`src/rtl/uart_regs_pkg.sv`:
```
package uart_regs_pkg;

   localparam logic [2:0] OFS_DATA = 3'd0;
   localparam logic [2:0] OFS_IEN  = 3'd1;
   localparam logic [2:0] OFS_IDENT = 3'd2;
   localparam logic [2:0] OFS_LCTL = 3'd3;
   localparam logic [2:0] OFS_LSTAT = 3'd5;

   typedef enum logic [2:0] {
      CAUSE_NONE = 3'b000,
      CAUSE_TXE  = 3'b001,
      CAUSE_RXAV = 3'b010
   } cause_e;

   localparam int LCTL_DIVACC_BIT = 7;
   localparam int FCTL_EN_BIT     = 0;
   localparam int FCTL_RXCLR_BIT  = 1;
   localparam int FCTL_TXCLR_BIT  = 2;

endpackage

```
`src/rtl/sync_fifo_buf.sv`:
```
module sync_fifo_buf #(
   parameter int W     = 8,
   parameter int DEPTH = 16
) (
   input  logic                         clk,
   input  logic                         rst_n,
   input  logic                         clr,
   input  logic                         push,
   input  logic                         pop,
   input  logic [W-1:0]                 din,
   output logic [W-1:0]                 dout,
   output logic [$clog2(DEPTH+1)-1:0]   count
);
   localparam int AW    = (DEPTH > 1) ? $clog2(DEPTH) : 1;
   localparam int CNT_W = $clog2(DEPTH + 1);
   localparam bit POW2  = (DEPTH == (1 << AW));

   if (DEPTH < 1) begin : g_bad_depth
      $error("sync_fifo_buf: DEPTH must be at least 1");
   end

   logic [W-1:0]  mem_q [DEPTH];
   logic [AW-1:0] wr_ptr_q, rd_ptr_q, wr_nxt, rd_nxt;
   logic [CNT_W-1:0] cnt_q;

   if (POW2) begin : g_wrap_pow2
      always_comb begin
         wr_nxt = wr_ptr_q + 1'b1;
         rd_nxt = rd_ptr_q + 1'b1;
      end
   end else begin : g_wrap_cmp
      always_comb begin
         wr_nxt = (wr_ptr_q == AW'(DEPTH - 1)) ? '0 : wr_ptr_q + 1'b1;
         rd_nxt = (rd_ptr_q == AW'(DEPTH - 1)) ? '0 : rd_ptr_q + 1'b1;
      end
   end

   always_ff @(posedge clk) begin
      if (push && !clr) mem_q[wr_ptr_q] <= din;
   end

   always_ff @(posedge clk or negedge rst_n) begin
      if (!rst_n) begin
         wr_ptr_q <= '0;
         rd_ptr_q <= '0;
         cnt_q    <= '0;
      end else if (clr) begin
         wr_ptr_q <= '0;
         rd_ptr_q <= '0;
         cnt_q    <= '0;
      end else begin
         if (push) wr_ptr_q <= wr_nxt;
         if (pop)  rd_ptr_q <= rd_nxt;
         case ({push, pop})
            2'b10:   cnt_q <= cnt_q + 1'b1;
            2'b01:   cnt_q <= cnt_q - 1'b1;
            default: cnt_q <= cnt_q;
         endcase
      end
   end

   assign dout  = mem_q[rd_ptr_q];
   assign count = cnt_q;

   p_no_overflow_r1: assert property (@(posedge clk) disable iff (!rst_n)
      (push && !pop && !clr) |-> (cnt_q < CNT_W'(DEPTH)));
   p_no_underflow_r1: assert property (@(posedge clk) disable iff (!rst_n)
      (pop && !clr) |-> (cnt_q != '0));

endmodule

```
`src/rtl/uart_irq_ident.sv`:
```
module uart_irq_ident
   import uart_regs_pkg::*;
(
   input  logic       clk,
   input  logic       rst_n,
   input  logic       rx_hit,
   input  logic       en_rx,
   input  logic       en_txe,
   input  logic       fifo_en,
   input  logic       tx_drain,
   input  logic       tx_wr,
   input  logic       ident_rd,
   output logic [7:0] ident,
   output logic       irq
);
   logic   txe_pend_q;
   logic   rx_act, txe_act;
   cause_e cause;

   assign rx_act  = rx_hit && en_rx;
   assign txe_act = txe_pend_q && en_txe;

   always_comb begin
      if (rx_act)       cause = CAUSE_RXAV;
      else if (txe_act) cause = CAUSE_TXE;
      else              cause = CAUSE_NONE;
   end

   // Drain wins over a clear arriving in the same cycle.
   always_ff @(posedge clk or negedge rst_n) begin
      if (!rst_n)
         txe_pend_q <= 1'b0;
      else if (tx_drain)
         txe_pend_q <= 1'b1;
      else if (tx_wr || (ident_rd && cause == CAUSE_TXE))
         txe_pend_q <= 1'b0;
   end

   assign ident = {fifo_en, fifo_en, 2'b00, cause, (cause == CAUSE_NONE)};
   assign irq   = rx_act || txe_act;

   p_txe_set_r4: assert property (@(posedge clk) disable iff (!rst_n)
      tx_drain |=> txe_pend_q);
   p_txe_quiet_r4: assert property (@(posedge clk) disable iff (!rst_n)
      (!txe_pend_q && !tx_drain) |=> !txe_pend_q);
   p_txe_wr_clear_r5: assert property (@(posedge clk) disable iff (!rst_n)
      (tx_wr && !tx_drain) |=> !txe_pend_q);
   p_rx_first_r8: assert property (@(posedge clk) disable iff (!rst_n)
      (rx_hit && en_rx) |-> (ident[3:1] == 3'b010));
   p_irq_ident_r9: assert property (@(posedge clk) disable iff (!rst_n)
      irq |-> !ident[0]);

endmodule

```
`src/rtl/uart_regfifo_ctrl.sv`:
```
module uart_regfifo_ctrl
   import uart_regs_pkg::*;
#(
   parameter int FIFO_DEPTH = 16,
   parameter int TRIG_LVL0  = 1,
   parameter int TRIG_LVL1  = 4,
   parameter int TRIG_LVL2  = 8,
   parameter int TRIG_LVL3  = 14
) (
   input  logic       clk,
   input  logic       rst_n,
   input  logic [2:0] bus_addr,
   input  logic [7:0] bus_wdata,
   input  logic       bus_wr,
   input  logic       bus_rd,
   output logic [7:0] bus_rdata,
   output logic       irq,
   output logic [7:0] tx_data,
   output logic       tx_valid,
   input  logic       tx_pop,
   input  logic       tx_busy,
   input  logic [7:0] rx_data,
   input  logic       rx_push
);
   localparam int CNT_W = $clog2(FIFO_DEPTH + 1);
   localparam logic [CNT_W-1:0] CAP_FULL = CNT_W'(FIFO_DEPTH);
   localparam logic [CNT_W-1:0] CAP_ONE  = CNT_W'(1);

   if (FIFO_DEPTH < 2) begin : g_bad_depth
      $error("uart_regfifo_ctrl: FIFO_DEPTH must be at least 2");
   end
   if (TRIG_LVL0 < 1 || TRIG_LVL3 > FIFO_DEPTH || TRIG_LVL0 > TRIG_LVL1 ||
       TRIG_LVL1 > TRIG_LVL2 || TRIG_LVL2 > TRIG_LVL3) begin : g_bad_trig
      $error("uart_regfifo_ctrl: trigger levels must rise within 1..FIFO_DEPTH");
   end

   logic [7:0]       lctl_q, div_lo_q, div_hi_q;
   logic [1:0]       ien_q, trig_q;
   logic             fifo_en_q, ovr_q;
   logic             divacc;
   logic             data_wr, data_rd, fctl_wr, ident_rd, lstat_rd;
   logic             tx_clr, rx_clr, tx_push_ok, tx_pop_ok, rx_push_ok, rx_pop_ok;
   logic             tx_full, rx_full, tx_drain, rx_hit;
   logic [CNT_W-1:0] tx_cnt, rx_cnt, cap, trig_lvl;
   logic [7:0]       rx_head, ident, lstat;

   assign divacc   = lctl_q[LCTL_DIVACC_BIT];
   assign data_wr  = bus_wr && bus_addr == OFS_DATA && !divacc;
   assign data_rd  = bus_rd && bus_addr == OFS_DATA && !divacc;
   assign fctl_wr  = bus_wr && bus_addr == OFS_IDENT;
   assign ident_rd = bus_rd && bus_addr == OFS_IDENT;
   assign lstat_rd = bus_rd && bus_addr == OFS_LSTAT;

   // Queue capacity: full depth when enabled, single holding byte otherwise.
   assign cap     = fifo_en_q ? CAP_FULL : CAP_ONE;
   assign tx_full = tx_cnt >= cap;
   assign rx_full = rx_cnt >= cap;

   logic en_change;
   assign en_change = bus_wdata[FCTL_EN_BIT] != fifo_en_q;
   assign tx_clr    = fctl_wr && (bus_wdata[FCTL_TXCLR_BIT] || en_change);
   assign rx_clr    = fctl_wr && (bus_wdata[FCTL_RXCLR_BIT] || en_change);

   assign tx_push_ok = data_wr && !tx_full;
   assign tx_pop_ok  = tx_pop && tx_cnt != '0;
   assign rx_push_ok = rx_push && !rx_full;
   assign rx_pop_ok  = data_rd && rx_cnt != '0;
   assign tx_drain   = tx_pop_ok && tx_cnt == CAP_ONE && !tx_push_ok && !tx_clr;

   always_comb begin
      case (trig_q)
         2'd0:    trig_lvl = CNT_W'(TRIG_LVL0);
         2'd1:    trig_lvl = CNT_W'(TRIG_LVL1);
         2'd2:    trig_lvl = CNT_W'(TRIG_LVL2);
         default: trig_lvl = CNT_W'(TRIG_LVL3);
      endcase
   end
   assign rx_hit = rx_cnt >= (fifo_en_q ? trig_lvl : CAP_ONE);

   always_ff @(posedge clk or negedge rst_n) begin
      if (!rst_n) begin
         lctl_q    <= '0;
         div_lo_q  <= '0;
         div_hi_q  <= '0;
         ien_q     <= '0;
         trig_q    <= '0;
         fifo_en_q <= 1'b0;
      end else if (bus_wr) begin
         case (bus_addr)
            OFS_DATA:  if (divacc) div_lo_q <= bus_wdata;
            OFS_IEN:   if (divacc) div_hi_q <= bus_wdata;
                       else        ien_q    <= bus_wdata[1:0];
            OFS_IDENT: begin
               fifo_en_q <= bus_wdata[FCTL_EN_BIT];
               trig_q    <= bus_wdata[7:6];
            end
            OFS_LCTL:  lctl_q <= bus_wdata;
            default:   ;
         endcase
      end
   end

   always_ff @(posedge clk or negedge rst_n) begin
      if (!rst_n)                        ovr_q <= 1'b0;
      else if (rx_push && rx_full && !rx_clr) ovr_q <= 1'b1;
      else if (lstat_rd)                 ovr_q <= 1'b0;
   end

   sync_fifo_buf #(.W(8), .DEPTH(FIFO_DEPTH)) u_txq (
      .clk(clk), .rst_n(rst_n), .clr(tx_clr),
      .push(tx_push_ok), .pop(tx_pop_ok),
      .din(bus_wdata), .dout(tx_data), .count(tx_cnt)
   );

   sync_fifo_buf #(.W(8), .DEPTH(FIFO_DEPTH)) u_rxq (
      .clk(clk), .rst_n(rst_n), .clr(rx_clr),
      .push(rx_push_ok), .pop(rx_pop_ok),
      .din(rx_data), .dout(rx_head), .count(rx_cnt)
   );

   uart_irq_ident u_irq (
      .clk(clk), .rst_n(rst_n),
      .rx_hit(rx_hit), .en_rx(ien_q[0]), .en_txe(ien_q[1]),
      .fifo_en(fifo_en_q), .tx_drain(tx_drain), .tx_wr(data_wr),
      .ident_rd(ident_rd), .ident(ident), .irq(irq)
   );

   assign tx_valid = tx_cnt != '0;
   assign lstat = {1'b0, (tx_cnt == '0) && !tx_busy, (tx_cnt == '0),
                   3'b000, ovr_q, (rx_cnt != '0)};

   always_comb begin
      case (bus_addr)
         OFS_DATA:  bus_rdata = divacc ? div_lo_q : rx_head;
         OFS_IEN:   bus_rdata = divacc ? div_hi_q : {6'b0, ien_q};
         OFS_IDENT: bus_rdata = ident;
         OFS_LCTL:  bus_rdata = lctl_q;
         OFS_LSTAT: bus_rdata = lstat;
         default:   bus_rdata = 8'h00;
      endcase
   end

   p_divacc_ien_hold_r2: assert property (@(posedge clk) disable iff (!rst_n)
      (bus_wr && bus_addr == OFS_IEN && divacc) |=> $stable(ien_q));
   p_divacc_no_push_r2: assert property (@(posedge clk) disable iff (!rst_n)
      (bus_wr && bus_addr == OFS_DATA && divacc && !tx_pop && !tx_clr) |=> $stable(tx_cnt));
   p_rx_clear_r6: assert property (@(posedge clk) disable iff (!rst_n)
      (fctl_wr && bus_wdata[FCTL_RXCLR_BIT]) |=> (rx_cnt == '0));
   p_overrun_set_r10: assert property (@(posedge clk) disable iff (!rst_n)
      (rx_push && rx_full && !rx_clr) |=> ovr_q);
   p_txe_flag_r3: assert property (@(posedge clk) disable iff (!rst_n)
      tx_valid |-> !lstat[5]);

endmodule

```
`config.mk`:
```
export PLATFORM = sky130hd
export DESIGN_NAME = uart_regfifo_ctrl
export DESIGN_NICKNAME = d
export VERILOG_FILES = /design/src/rtl/uart_regs_pkg.sv /design/src/rtl/sync_fifo_buf.sv /design/src/rtl/uart_irq_ident.sv /design/src/rtl/uart_regfifo_ctrl.sv
export SDC_FILE = /design/constraint.sdc
export NUM_CORES = 1
export LEC_CHECK = 0
export BUFFER_PORTS_ARGS = -buffer_cell sky130_fd_sc_hd__buf_4
export CAP_MARGIN = 10
export CORE_MARGIN = 3
export CORE_UTILIZATION = 39
export DETAILED_ROUTE_END_ITERATION = 6
export GPL_TIMING_DRIVEN = 0
export PLACE_DENSITY = 0.54
export SYNTH_ARGS = -nofsm -noshare
export SYNTH_HDL_FRONTEND = slang
export SYNTH_SLANG_ARGS = --single-unit
```
`constraint.sdc`:
```
create_clock -name clk -period 3.8 [get_ports clk]
set_input_delay 0.95 -clock clk [delete_from_list [all_inputs] [get_ports clk]]
set_output_delay 0.95 -clock clk [all_outputs]
set_load 0.02 [all_outputs]
```
=== Word level (Yosys, flattened, before mapping) ===
Memories as Yosys holds them, arrays and structs flattened.
Index checks and enable logic that the tools add are counted.

* Output and inout bits: 18
* Memory bits (writable): 256
* Bits of input ports: 26
* Memories: 2
* Bits in registers: 57

* Add/subtract/negate cells: 8
* Reductions and logical operators: 54
* Equality and inequality tests: 13
* Multiplexer cells: 28
* $lt $le $gt $ge: 3
* Bitwise logic cells: 1

{| class="wikitable"
|+ Memories
! memory !! words !! width !! rd ports !! clocked after Yosys merged registers in !! wr ports !! line !! source
|-
| u_rxq.mem_q || 16 || 8 || 1 || 0 || 1 || sync_fifo_buf.sv:22 || <nowiki>logic [W-1:0] mem_q [DEPTH];</nowiki>
|-
| u_txq.mem_q || 16 || 8 || 1 || 0 || 1 || sync_fifo_buf.sv:22 ||
|}

{| class="wikitable"
|+ Operators by type and width
! operator !! count
|-
| one-hot mux 8 bit (5 select lines) || 1
|-
| 2-to-1 mux 4 bit || 8
|-
| logical AND 1 bit || 24
|-
| 2-to-1 mux 5 bit || 4
|-
| one-hot mux 5 bit (2 select lines) || 2
|-
| adder 4 x 1 -> 4 bit (second input constant) || 4
|-
| 2-to-1 mux 8 bit || 2
|-
| greater-or-equal comparator 5 bit || 3
|-
| one-hot mux 4 bit (3 select lines) || 1
|-
| nonzero test 2 bit || 6
|-
| adder 5 x 1 -> 5 bit (second input constant) || 2
|-
| nonzero test 5 bit || 2
|-
| subtractor 5 x 1 -> 5 bit (second input constant) || 2
|-
| 2-to-1 mux 1 bit || 9
|-
| AND reduction 3 bit || 3
|-
| logical NOT 1 bit || 7
|-
| == test 2 x 1 -> 1 bit (second input constant) || 3
|-
| == test 2 bit (second input constant) || 3
|-
| == test 3 x 1 -> 1 bit (second input constant) || 2
|-
| == test 3 x 2 -> 1 bit (second input constant) || 2
|-
| logical NOT 3 bit || 2
|-
| nonzero test 3 bit || 2
|-
| == test 5 x 1 -> 1 bit (second input constant) || 1
|-
| logical NOT 5 bit || 1
|-
| 7 further kinds || 11
|}

=== Longest topological paths before layout ===
Gate-level depths: netlist (run 1).

* Word-level depth: 11
* Mapped depth: 13
* Gate-level depth less buffers: 12

=== Hierarchy ===
A second synthesis (run 1) with hierarchy kept.

* Cell total of the unflattened synthesis: 770
* Area total of the unflattened synthesis: 13598.0 um2

{| class="wikitable"
|+ Modules (own cells, without submodules)
! module !! sequential area each (um2) !! cells an instance !! area an instance (um2) !! times used
|-
| sync_fifo_buf at u_rxq || 4169.0 || 279 || 5825.6 || 1
|-
| sync_fifo_buf at u_txq || 4169.0 || 296 || 5775.5 || 1
|-
| uart_regfifo_ctrl || 750.7 || 178 || 1875.5 || 1
|-
| uart_irq_ident || 25.0 || 17 || 121.4 || 1
|}

=== Worst setup path after synthesis (run 1) ===
Ideal clock, no wire load.

* Path kind: input port to flip-flop
* From: input port bus_addr[1]
* To: register u_rxq.cnt_q[4], in the netlist u_rxq.count[4]
* Data arrival time: 3.195 ns
* Slack: 0.519 ns
* Path buffers: 1
* Setup time: 0.086 ns
* Stages: 10
* Cells stage by stage: buf_6 > or3_4 > a2111oi_4 > nand2_1 > fa_1 > nor2b_1 > o21ai_0 > a211oi_1 > nor3_1 > nor3_1

* Cells in the longest elaborated chain, start to end: 7
* Elaborated cells between the ends (all ways): 12
* Classes of those cells: eq/ne (3); mux (2); reduce/logical (7)

{| class="wikitable"
|+ RTL lines
! element !! line !! source
|-
| start: declaration || uart_regfifo_ctrl.sv:12 || <nowiki>input logic [2:0] bus_addr,</nowiki>
|-
| logical NOT 3 bit || uart_regfifo_ctrl.sv:49 || <nowiki>assign data_rd = bus_rd && bus_addr == OFS_DATA && !divacc;</nowiki>
|-
| logical AND 1 bit (2 in series) || uart_regfifo_ctrl.sv:49 ||
|-
| logical AND 1 bit || uart_regfifo_ctrl.sv:67 || <nowiki>assign rx_pop_ok = data_rd && rx_cnt != '0;</nowiki>
|-
| == test 2 x 1 -> 1 bit / == test 2 bit (equally long branches) || sync_fifo_buf.sv:54 || <nowiki>case ({push, pop})</nowiki>
|-
| one-hot mux 5 bit (2 select lines) || sync_fifo_buf.sv:54 ||
|-
| 2-to-1 mux 5 bit || sync_fifo_buf.sv:47 || <nowiki>end else if (clr) begin</nowiki>
|-
| end signal: assignment || sync_fifo_buf.sv:55 || <nowiki>2'b10: cnt_q <= cnt_q + 1'b1;</nowiki>
|-
| end signal: assignment || sync_fifo_buf.sv:56 || <nowiki>2'b01: cnt_q <= cnt_q - 1'b1;</nowiki>
|-
| end signal: assignment || sync_fifo_buf.sv:57 || <nowiki>default: cnt_q <= cnt_q;</nowiki>
|-
| end: declaration || sync_fifo_buf.sv:24 || <nowiki>logic [CNT_W-1:0] cnt_q;</nowiki>
|}

Several ways; a longest one is shown, not always the timed one.
A chain may end at the register's enable or synchronous reset.

=== Final worst setup path (run 1) ===
* From: register u_txq.cnt_q[0], in the netlist u_txq.count[0]
* To: output port bus_rdata[5]

* Cells in the longest elaborated chain, start to end: 2

{| class="wikitable"
|+ RTL lines
! element !! line !! source
|-
| start: declaration || sync_fifo_buf.sv:24 ||
|-
| start signal: assignment || sync_fifo_buf.sv:55 ||
|-
| start signal: assignment || sync_fifo_buf.sv:56 ||
|-
| start signal: assignment || sync_fifo_buf.sv:57 ||
|-
| logical NOT 5 bit || uart_regfifo_ctrl.sv:129 || <nowiki>assign lstat = {1'b0, (tx_cnt == '0) && !tx_busy, (tx_cnt == '0),</nowiki>
|-
| one-hot mux 8 bit (5 select lines) || uart_regfifo_ctrl.sv:133 || <nowiki>case (bus_addr)</nowiki>
|-
| end: declaration || uart_regfifo_ctrl.sv:16 || <nowiki>output logic [7:0] bus_rdata,</nowiki>
|}

Every way passes these cells.

==> summary.txt, run 1 <==
Status
  – Status: completed

STA
  – Setup Viol. Count Final: 0
  – Worst setup margin: between 0.1 and 0.15 ns
  – Post-route clock skew: between 0.02 and 0.025 ns
  – Period utilization: 96.4%
  – Slew @ Worst Pin: 1.04 ns
  – Hold_ws: between 0.4 and 0.5 ns
  – Worst slew margin: 30.6%
  – Endpoints failing hold: 0
  – Post-layout min period: ~3.7 ns
  – Fmax: between 0.2 and 0.3 GHz
  – Setup TNS: 0 ns
  – RSZ-0062 raised after global routing: yes
  – Slew Limit Fails: 0

Clock network
  – CTS Hold Bufs: 0
  – Root Driver: clkbuf_16
  – H-tree Lvls: 2
  – CTS tree: done
  – Latest clock arrival within the worst-skew pair: between 0.5 and 0.6 ns
  – Clk pin slew, worst setup/hold paths: roughly 0.06 ns
  – Clock tree sinks: about 310
  – Cts bufs inserted: 35
  – Max Root-Sink Buffers: 3

Synth
  – Post-Synthesis Cells: 772
  – Syn_nets: about 820
  – Post-synth EDFFs: 256
  – Yosys warns: 0
  – Synthesis-stage register bit count: roughly 310
  – Main flop type after synthesis: edfxtp_1
  – Ys async rst share: between 10% and 20%
  – Register area share after synthesis: 68.3%
  – Post-Syn Area: around 0.013 mm2
  – Netlist cell types: 61
  – Mean Syn Cell Area: roughly 17 um2

Place
  – Area after DPL: about 0.014 mm2
  – DP HPWL: ~20000 um
  – Number of I/O port buffers: 42
  – DP Cell Count: 1266
  – Final GP Congestion: 0.795
  – DP Worst Slack: -0.348 ns

Cells and area
  – Register area: around 0.0091 mm2
  – Fill cells: just under 3000
  – Multi-input logic area: 0.00404 mm2
  – Layout cell share with drive strength beyond 1: between 20% and 30%
  – Most frequent cells in the layout: edfxtp_1, mux4_2, dfrtp_1
  – Post-route cell area: ~0.015 mm2
  – Nets: 902
  – Area Overhead vs Synth: 15.5%
  – Non-filler cells, final: roughly 1300
  – Commonest non-fill, non-tap cell in the layout: edfxtp_1

Global route
  – Largest net degree at the start of global routing: just under 60
  – First-pass GRT wire length: ~46000 um
  – Tot GR Track Use: 16.7%
  – Vias in the first global route: 7441
  – Antenna violations before repair: 0
  – Global route total overflow: 0

Drt
  – Wirelength per Cell: approximately 22 um
  – Post-DRT Antenna Nets: 0
  – Vias per cell: between 5 and 6
  – Remaining DRCs: 0
  – WL final: just under 30000 um
  – Initial DRC count: 578
  – Pre-antenna DRT Iters: 5
  – Via count: between 7000 and 8000

Pwr
  – Maximum VDD drop: 0.362 mV
  – Power density over the cells: roughly 670 mW/mm2
  – Lkg Pwr: between 5 and 6 nW

Worst hold path
  – Hold Path Class: in -> async

Job
  – Max Cap Viol: 0

Die
  – Die extent in x: 191 um
  – Die Span Y: 191 um
  – Die Area: between 0.03 and 0.04 mm2
  – CORE AREA: about 0.034 mm2
  – IO Pins: 44
  – Row Count: 67
  – Initial Utilization: about two fifths

Critical path
  – FF-to-FF setup slack: ~0.48 ns
  – Crit path DAT: approximately 2.7 ns
  – Worst r2r path cells: 7
  – Max stage delay cell, worst path: or4b_2
  – Worst Path Required: approximately 2.9 ns
  – Critical Path Sink Type: primary output
  – CP max stage delay: 0.71 ns
  – Setup CP Type: reg -> out
  – Worst-path fanout max: 6
  – R2r endpoint: u_txq.mem_q[5][7]$_DFFE_PP_
  – Worst setup startpoint: u_txq.count[0]$_DFFE_PN0P_
  – CP Cell Sequence: inv_1, ha_1, or4b_2, nor2_1, a31oi_1, o21ai_0, a21o_1, buf_4
  – Worst setup SP type: flop
  – Worst r2r src: fifo_en_q$_DFFE_PN0P_
[layer usage]
| metal | track usage [%] | share of wire [%] | vias up |
|---|---|---|---|
| li1 | - | - | 3226 |
| met1 | 24.1 | 46 | 3734 |
| met2 | 26.8 | 48 | 185 |
| met3 | 2.73 | 4.8 | 42 |
| met4 | 4.15 | 2.0 | 0 |
| met5 | 0 | 0 | - |
[synth_stat cells, drive strengths merged (6+ instances only)]
cell type	number	share of area, %
a21oi	16	0.63
xnor2	9	0.59
mux2	34	2.9
o21ai	23	0.86
nand3	9	0.34
dfrtp	57	11
edfxtp	256	58
nor3	9	0.38
a211oi	8	0.45
and3	8	0.38
mux2i	15	1.1
nor2b	8	0.38
buf	13	0.48
and2	18	0.86
nor2	31	0.87
ha	24	2.3
inv	22	0.62
mux4	69	12
nand2	30	0.84
o22ai	9	0.42
xor2	6	0.39
clkbuf	27	0.76
[power by group]
part	leakage, nW	total [mW]	internal [mW]	switching (mW)
sequential	3.01	4.23	4.00	0.229
clock	0.510	3.09	1.77	1.32
combinational	1.79	3.03	1.43	1.60
total	5.31	10.4	7.20	3.15
[how the worst max path moves through the flow]
stage / cells after the start / end
3_3_place_gp: 6 / u_rxq.mem_q[0][6]$_DFFE_PP_
2_1_floorplan: 10 / u_rxq.count[4]$_DFFE_PN0P_
5_1_grt: 7 / bus_rdata[7]
3_5_place_dp: 7 / bus_rdata[4]
6_report: 8 / bus_rdata[5]
4_1_cts: 7 / bus_rdata[6]
[state kept, by name (all words and copies together) (netlist names)]
name              flops
u_txq.count           5
ien_q                 2
trig_q                2
u_rxq.count           5
u_txq.rd_ptr_q        4
u_txq.mem_q         128
u_txq.wr_ptr_q        4
u_rxq.rd_ptr_q        4
div_hi_q              8
div_lo_q              8
ovr_q                 1
u_irq.txe_pend_q      1
lctl_q                8
u_rxq.wr_ptr_q        4
u_rxq.mem_q         128
fifo_en_q             1
[layout make-up]
class                   instances  area share (%)
multi-input cells             397            26.2
repair buffers                 48            2.34
inverters                      22           0.536
diodes                          1          0.0162
well taps                     448            3.64
clock inverters                13           0.658
clock buffers                  49            6.16
flip-flops and latches        313            59.2
plain buffers                  34            1.25
[critical path, delay by kind of cell (launching register included)]
kind / cells / cell delay (ns)
AND/OR/NAND/NOR: 2 / 0.84
flip-flops: 1 / 0.44
AO/OA/AOI/OAI: 3 / 0.40
buffers and inverters: 2 / 0.29
adder cells (fa/ha/maj): 1 / 0.23
[what timing repair did]
item / 4_1_cts / 5_1_grt
hold endpoints to repair: 0 / 0
setup endpoints to repair: 16 / 10
gates resized for setup: 25 / 13
setup buffers: 2 / 0
[metrics by stage]
| step | utilization [%] | power, mW |
|---|---|---|
| finish | 45.8 | 10.4 |
| global route | 45.8 | 10.9 |
| CTS | 45.7 | 10.5 |
| detailed placement | 42.4 | 7.31 |
| global placement | 42.3 | 7.26 |
| floorplan | - | 6.31 |
[cells by family after synthesis]
kind of cell | Yosys count | synth area share, %
mux | 118 | 15.6
buf+inv | 62 | 1.86
fa+ha+maj | 25 | 2.40
simple gates | 148 | 6.11
flops | 313 | 68.3
xor+xnor | 15 | 0.985
compound gates | 91 | 4.68
Power figures use the tool's default switching activity.
==> run 2: changes to the inputs <==
--- a/config.mk
+++ b/config.mk
@@ -7,11 +7,13 @@
 export LEC_CHECK = 0
 export BUFFER_PORTS_ARGS = -buffer_cell sky130_fd_sc_hd__buf_4
 export CAP_MARGIN = 10
+export CELL_PAD_IN_SITES_DETAIL_PLACEMENT = 1
+export CELL_PAD_IN_SITES_GLOBAL_PLACEMENT = 1
 export CORE_MARGIN = 3
 export CORE_UTILIZATION = 39
 export DETAILED_ROUTE_END_ITERATION = 6
 export GPL_TIMING_DRIVEN = 0
-export PLACE_DENSITY = 0.54
+export PLACE_DENSITY = 0.61
 export SYNTH_ARGS = -nofsm -noshare
 export SYNTH_HDL_FRONTEND = slang
 export SYNTH_SLANG_ARGS = --single-unit
==> run 2 against run 1 <==
Against the previous run:
- cell count shrank 0.15%
- die area unchanged
- clock power rose by 12%
- setup slack got worse by 0.0079 ns
- wire length grew 5.0%
- hold slack improved by 0.021 ns
- non-clock buffer count down 1
- critical path type unchanged
==> summary.txt, run 2 (synthesis results as in run 1) <==
Status
  – Status: completed

Place
  – Final GP Congestion: 0.793
  – DP HPWL: approximately 22000 um
  – Number of I/O port buffers: 42
  – Area after DPL: 0.0143 mm2
  – DP Worst Slack: -0.282 ns
  – DP Cell Count: ~1300

Drt
  – Via count: 7106
  – Initial DRC count: around 480
  – Wirelength per Cell: ~24 um
  – Remaining DRCs: 0
  – Pre-antenna DRT Iters: 6
  – Post-DRT Antenna Nets: 0
  – WL final: 31200 um
  – Vias per cell: between 5 and 6

Pwr
  – Lkg Pwr: between 5 and 6 nW
  – Clock share of power: between 30% and 40%
  – Power density over the cells: about 690 mW/mm2
  – Reg power frac: 39.7%
  – Switching Share: between 20 and 30%
  – Gate power share: between 20% and 30%
  – Switching Power: between 3 and 4 mW
  – Maximum VDD drop: 0.448 mV
  – Internal cell power: approximately 7.6 mW
  – Tot Pwr: ~11 mW

Clock network
  – CTS Hold Bufs: 0
  – Clock tree sinks: ~310
  – H-tree Lvls: 2
  – Clk pin slew, worst setup/hold paths: roughly 0.060 ns
  – Max Root-Sink Buffers: 3
  – CTS tree: done
  – Latest clock arrival within the worst-skew pair: between 0.5 and 0.6 ns
  – Root Driver: clkbuf_16
  – Cts bufs inserted: 34

STA
  – Slew Limit Fails: 0
  – Worst setup margin: 0.129 ns
  – Post-layout min period: ~3.7 ns
  – Period utilization: between 90% and 100%
  – RSZ-0062 raised after global routing: yes
  – Slew @ Worst Pin: 0.939 ns
  – Setup TNS: 0 ns
  – Worst slew margin: 37.2%
  – Hold_ws: 0.507 ns
  – Endpoints failing hold: 0
  – Post-route clock skew: 0.0237 ns
  – Setup Viol. Count Final: 0
  – Fmax: 0.272 GHz

Global route
  – First-pass GRT wire length: 48800 um
  – Tot GR Track Use: 17.7%
  – Global route total overflow: 0
  – Largest net degree at the start of global routing: between 50 and 60
  – Vias in the first global route: about 8000
  – Antenna violations before repair: 0

Die
  – IO Pins: between 40 and 50
  – Die Span Y: ~190 um
  – CORE AREA: between 0.03 and 0.04 mm2
  – Die Area: ~0.036 mm2
  – Die extent in x: between 150 and 200 um
  – Initial Utilization: 39.7%
  – Row Count: 67

Cells and area
  – N_diodes: 0
  – Biggest regs: u_rxq.mem_q: 128 flops, u_txq.mem_q: 128 flops
  – Layout cell share with drive strength beyond 1: 26.7%
  – Nets: 900
  – Commonest non-fill, non-tap cell in the layout: edfxtp_1
  – Final core occ: between 40% and 50%
  – Non-filler cells, final: approximately 1300
  – Most frequent cells in the layout: edfxtp_1, mux4_2, dfrtp_1
  – Area Overhead vs Synth: 16.2%
  – Post-route cell area: about 0.016 mm2

Critical path
  – FF-to-FF setup slack: 0.52 ns
  – Worst Path Required: approximately 2.9 ns
  – Critical Path Sink Type: primary output
  – Max stage delay cell, worst path: mux4_2
  – CP Cell Sequence: buf_6, mux4_2, mux2_2, a221oi_1, o22ai_1, buf_4
  – WP buf/inv: 2
  – CP delay by family, top: multiplexers
  – Worst-path fanout max: 10
  – Setup CP Type: reg -> out
  – CP max stage delay: just over 0.5 ns
  – Crit path DAT: 2.72 ns
  – Worst setup SP type: flop

Job
  – Max Cap Viol: 0

Worst hold path
  – Hold Path Class: in -> async
-- run 2: layer usage --
layer	wire length, um	vias to the layer above	global-route usage [%]
met3	1090	42	2.40
met2	17200	111	33.3
li1	-	3213	-
met1	12200	3740	21.3
met4	653	0	4.46
met5	0	-	0
-- run 2: worst paths after layout --
| kind | from | to | depth (start not counted) |
|---|---|---|---|
| max | u_rxq.rd_ptr_q[0]$_DFFE_PN0P_ | bus_rdata[4] | 6 |
| min reg2reg | div_lo_q[1]$_DFFE_PN0P_ | div_lo_q[1]$_DFFE_PN0P_ | 1 |
| min in group clk | div_lo_q[1]$_DFFE_PN0P_ | div_lo_q[1]$_DFFE_PN0P_ | 1 |
| min | rst_n | u_rxq.count[1]$_DFFE_PN0P_ | 1 |
| max reg2reg | fifo_en_q$_DFFE_PN0P_ | u_txq.mem_q[7][2]$_DFFE_PP_ | 7 |
| max in group asynchronous | rst_n | fifo_en_q$_DFFE_PN0P_ | 1 |
-- run 2: power by group through the flow --
stage / sequential [mW] / clock (mW) / combinational, mW
2_1_floorplan: 4.19 / 0 / 2.11
3_3_place_gp: 4.24 / 0 / 2.95
3_5_place_dp: 4.26 / 0 / 3.07
4_1_cts: 4.23 / 3.55 / 3.09
5_1_grt: 4.28 / 3.69 / 3.30
6_report: 4.24 / 3.46 / 3.00
-- run 2: cell type report --
type,count,area (um2)
fill,3203,18100
sequential,313,9120
multi-input combinational,397,4020
clock buffer,48,976
tap,448,561
timing repair buffer,47,353
clock inverter,14,216
buffer,34,178
inverter,22,82.6
-- run 2: what timing repair did --
item | in CTS | in global routing
gates resized for setup | 21 | 5
setup endpoints to repair | 16 | 5
setup buffers | 1 | 0
==> run 3: changes to the inputs <==
--- a/config.mk
+++ b/config.mk
@@ -5,6 +5,7 @@
 export SDC_FILE = /design/constraint.sdc
 export NUM_CORES = 1
 export LEC_CHECK = 0
+export ABC_AREA = 1
 export BUFFER_PORTS_ARGS = -buffer_cell sky130_fd_sc_hd__buf_4
 export CAP_MARGIN = 10
 export CELL_PAD_IN_SITES_DETAIL_PLACEMENT = 1
@@ -13,7 +14,7 @@
 export CORE_UTILIZATION = 39
 export DETAILED_ROUTE_END_ITERATION = 6
 export GPL_TIMING_DRIVEN = 0
-export PLACE_DENSITY = 0.61
+export PLACE_DENSITY = 0.65
 export SYNTH_ARGS = -nofsm -noshare
 export SYNTH_HDL_FRONTEND = slang
 export SYNTH_SLANG_ARGS = --single-unit
==> run 3 against run 2 <==
Against the previous run:
- via count grew 40%
- critical path depth up 1
- wire length grew 27%
- register-to-register slack improved by 0.22 ns
- synthesized area rose by 3.1%
- cell count increased by 39%
- non-clock buffer count rose by 21
- critical path type unchanged
- highest routed layer unchanged
==> summary.txt, run 3 <==
Drt
  – Post-DRT Antenna Nets: 0
  – Remaining DRCs: 0
  – Vias per cell: between 5 and 6
  – Initial DRC count: 711
  – Pre-antenna DRT Iters: 5
  – WL final: 39400 um
  – Wirelength per Cell: around 21 um
  – Via count: around 10000

Critical path
  – Critical Path End: bus_rdata[4]
  – Worst r2r src: fifo_en_q$_DFFE_PN0P_
  – R2r endpoint: u_rxq.mem_q[8][3]$_DFFE_PP_
  – Worst r2r path cells: 10
  – Setup CP Type: reg -> out
  – Worst setup startpoint: u_rxq.rd_ptr_q[2]$_DFFE_PN0P_
  – Critical Path Sink Type: primary output
  – Crit path DAT: between 2 and 3 ns
  – Worst-path fanout max: 10
  – FF-to-FF setup slack: 0.74 ns
  – Worst setup SP type: flop
  – Worst Path Required: 2.85 ns

Cells and area
  – Layout cell share with drive strength beyond 1: 11.9%
  – Most frequent cells in the layout: nand2_1, edfxtp_1, nor2_1
  – Multi-input logic area: approximately 0.0041 mm2
  – Fill cells: about 3800
  – N_diodes: 0
  – Biggest regs: u_rxq.mem_q: 128 flops, u_txq.mem_q: 128 flops
  – Register area: just over 0.009 mm2
  – Nets: roughly 1400
  – Commonest non-fill, non-tap cell in the layout: nand2_1
  – Area Overhead vs Synth: 14.8%
  – Post-route cell area: approximately 0.016 mm2
  – Non-filler cells, final: 1843

STA
  – Post-layout min period: 3.59 ns
  – Post-route clock skew: a little over 0.02 ns
  – Setup TNS: 0 ns
  – Period utilization: 94.5%
  – Fmax: 0.278 GHz
  – RSZ-0062 raised after global routing: no
  – Slew Limit Fails: 0
  – Worst setup margin: between 0.2 and 0.25 ns
  – Endpoints failing hold: 0
  – Setup Viol. Count Final: 0
  – Slew @ Worst Pin: between 1 and 1.5 ns
  – Worst slew margin: between 30% and 40%

Global route
  – Met2 GRT Util: 33.9%
  – Antenna violations before repair: 0
  – GR Layer Usage met3: around 2.9%
  – Tot GR Track Use: 20.8%
  – First-pass GRT wire length: 61100 um
  – Grt peak-use layer: met2
  – Vias in the first global route: 10300
  – Global route total overflow: 0
  – Largest net degree at the start of global routing: a little under 60
  – Met1 usage: just under 30%

Pwr
  – Power density over the cells: 731 mW/mm2
  – Maximum VDD drop: roughly 0.38 mV
  – Clock share of power: between 20 and 30%
  – Internal cell power: between 7 and 8 mW
  – Gate power share: between 30% and 40%
  – Lkg Pwr: ~6.1 nW
  – Tot Pwr: 11.5 mW
  – Switching Share: between 30% and 40%
  – Switching Power: 4.34 mW
  – Reg power frac: between 30% and 40%

Clock network
  – Root Driver: clkbuf_16
  – Clock tree sinks: roughly 310
  – H-tree Lvls: 2
  – Cts bufs inserted: 36
  – Setup bufs post-CTS: 0
  – Latest clock arrival within the worst-skew pair: 0.52 ns
  – Max Root-Sink Buffers: 3
  – CTS tree: done
  – Clk pin slew, worst setup/hold paths: approximately 0.060 ns

Synth
  – Mean Syn Cell Area: between 10 and 15 um2
  – Synthesis-stage register bit count: about 310
  – Syn_nets: about 1300
  – Synth top area share: 55.9%
  – Yosys warns: 0
  – Netlist cell types: 37
  – Register area share after synthesis: 66.3%
  – Post-Syn Area: between 0.01 and 0.015 mm2
  – Leading area contributor after synthesis: edfxtp_1
  – Top cells by count, synth: nand2_1, edfxtp_1, nor2_1
  – Main flop type after synthesis: edfxtp_1
  – Ys async rst share: 18.2%
  – Post-Synthesis Cells: around 1300
  – Top cells by area, synth: edfxtp_1, dfrtp_1, nand2_1
  – Post-synth EDFFs: approximately 260
  – Count leader, synth: nand2_1

Die
  – Die extent in x: about 190 um
  – Initial Utilization: 39.7%
  – Die Area: between 0.03 and 0.04 mm2
  – Die Span Y: roughly 190 um
  – Row Count: 68
  – CORE AREA: around 0.035 mm2
  – IO Pins: 44

Worst hold path
  – Hold Path Class: reg -> reg

Place
  – DP Cell Count: 1777
  – Final GP Congestion: 0.834
  – Area after DPL: 0.0146 mm2
  – DP Worst Slack: 0.389 ns
  – DP HPWL: 27100 um
  – Number of I/O port buffers: 43

Status
  – Status: completed

Job
  – Max Cap Viol: 0
[run 3: changes by cell type in the layout (fill, tap and decap cells not counted), moves of 15 or more]
cell,previous run,this run
o21ai_0,21,112
mux4_2,69,0
mux2i_1,15,0
and2_1,17,1
o211ai_1,3,32
nand2_1,30,287
inv_1,22,49
buf_2,2,30
nor2_1,31,160
mux2_2,34,0
nand3_1,9,134
[run 3: worst min-delay path by stage]
stage                                       start                 endpoint  depth (start not counted)
final                     div_lo_q[0]$_DFFE_PN0P_  div_lo_q[0]$_DFFE_PN0P_                          2
after global routing        lctl_q[0]$_DFFE_PN0P_    lctl_q[0]$_DFFE_PN0P_                          2
after CTS                 div_lo_q[0]$_DFFE_PN0P_  div_lo_q[0]$_DFFE_PN0P_                          2
after detailed placement    lctl_q[5]$_DFFE_PN0P_    lctl_q[5]$_DFFE_PN0P_                          2
after floorplan                 ovr_q$_DFFE_PN0P_        ovr_q$_DFFE_PN0P_                          2
after global placement      lctl_q[5]$_DFFE_PN0P_    lctl_q[5]$_DFFE_PN0P_                          2
[run 3: cell type report]
| type | instances | share of cell area, % |
|---|---|---|
| plain buffers | 59 | 1.83 |
| clock buffers | 49 | 6.27 |
| clock inverters | 17 | 0.887 |
| inverters | 60 | 1.47 |
| multi-input cells | 847 | 26.2 |
| flip-flops and latches | 313 | 57.7 |
| well taps | 455 | 3.60 |
| repair buffers | 43 | 2.04 |
[run 3: logic make-up (layout without fill, tap and decap cells)]
group	count (synthesis)	after routing	synth area share [%]
adders and majority gates	25	25	2.33
and+or+nand+nor	630	630	19.7
DFF	313	313	66.3
AOI/OAI and AO/OA	183	183	7.48
xor gates and xnor gates	9	9	0.573
buffers and inverters	119	228	3.68
[run 3: timing repair]
| action | in CTS | in global routing |
|---|---|---|
| endpoints found under the setup margin | 1 | 6 |
| hold buffers | 0 | 0 |
| resized for setup | 1 | 8 |
[run 3: metrics by stage]
step                hold slack (ns)  utilization (%)
floorplan                     0.448                -
global placement              0.466             42.3
detailed placement            0.478             42.3
CTS                           0.492             45.6
global route                  0.513             45.6
finish                        0.482             45.6
[run 3: critical path, stage by stage, from the launching register on]
cell      delay (ns)
dfrtp_1         0.35
buf_2           0.26
clkbuf_1        0.59
nand3_1         0.21
a21oi_1         0.25
o21ai_0         0.16
nand2_1         0.14
buf_4           0.16
[run 3: power groups by stage]
stage          Combinational [mW]  Clock, mW  Sequential [mW]
2_1_floorplan                2.52          0             4.20
3_3_place_gp                 3.89          0             4.26
3_5_place_dp                 3.99          0             4.27
4_1_cts                      4.03       3.42             4.20
5_1_grt                      4.46       3.56             4.24
6_report                     4.00       3.34             4.20
[run 3: layer usage]
layer  routed length, um  vias up  share of wire [%]
li1                    -     4623                  -
met3                1660       68                4.2
met5                   0        -                  0
met4                 898        0                2.3
met2               18500      226                 47
met1               18400     5062                 47
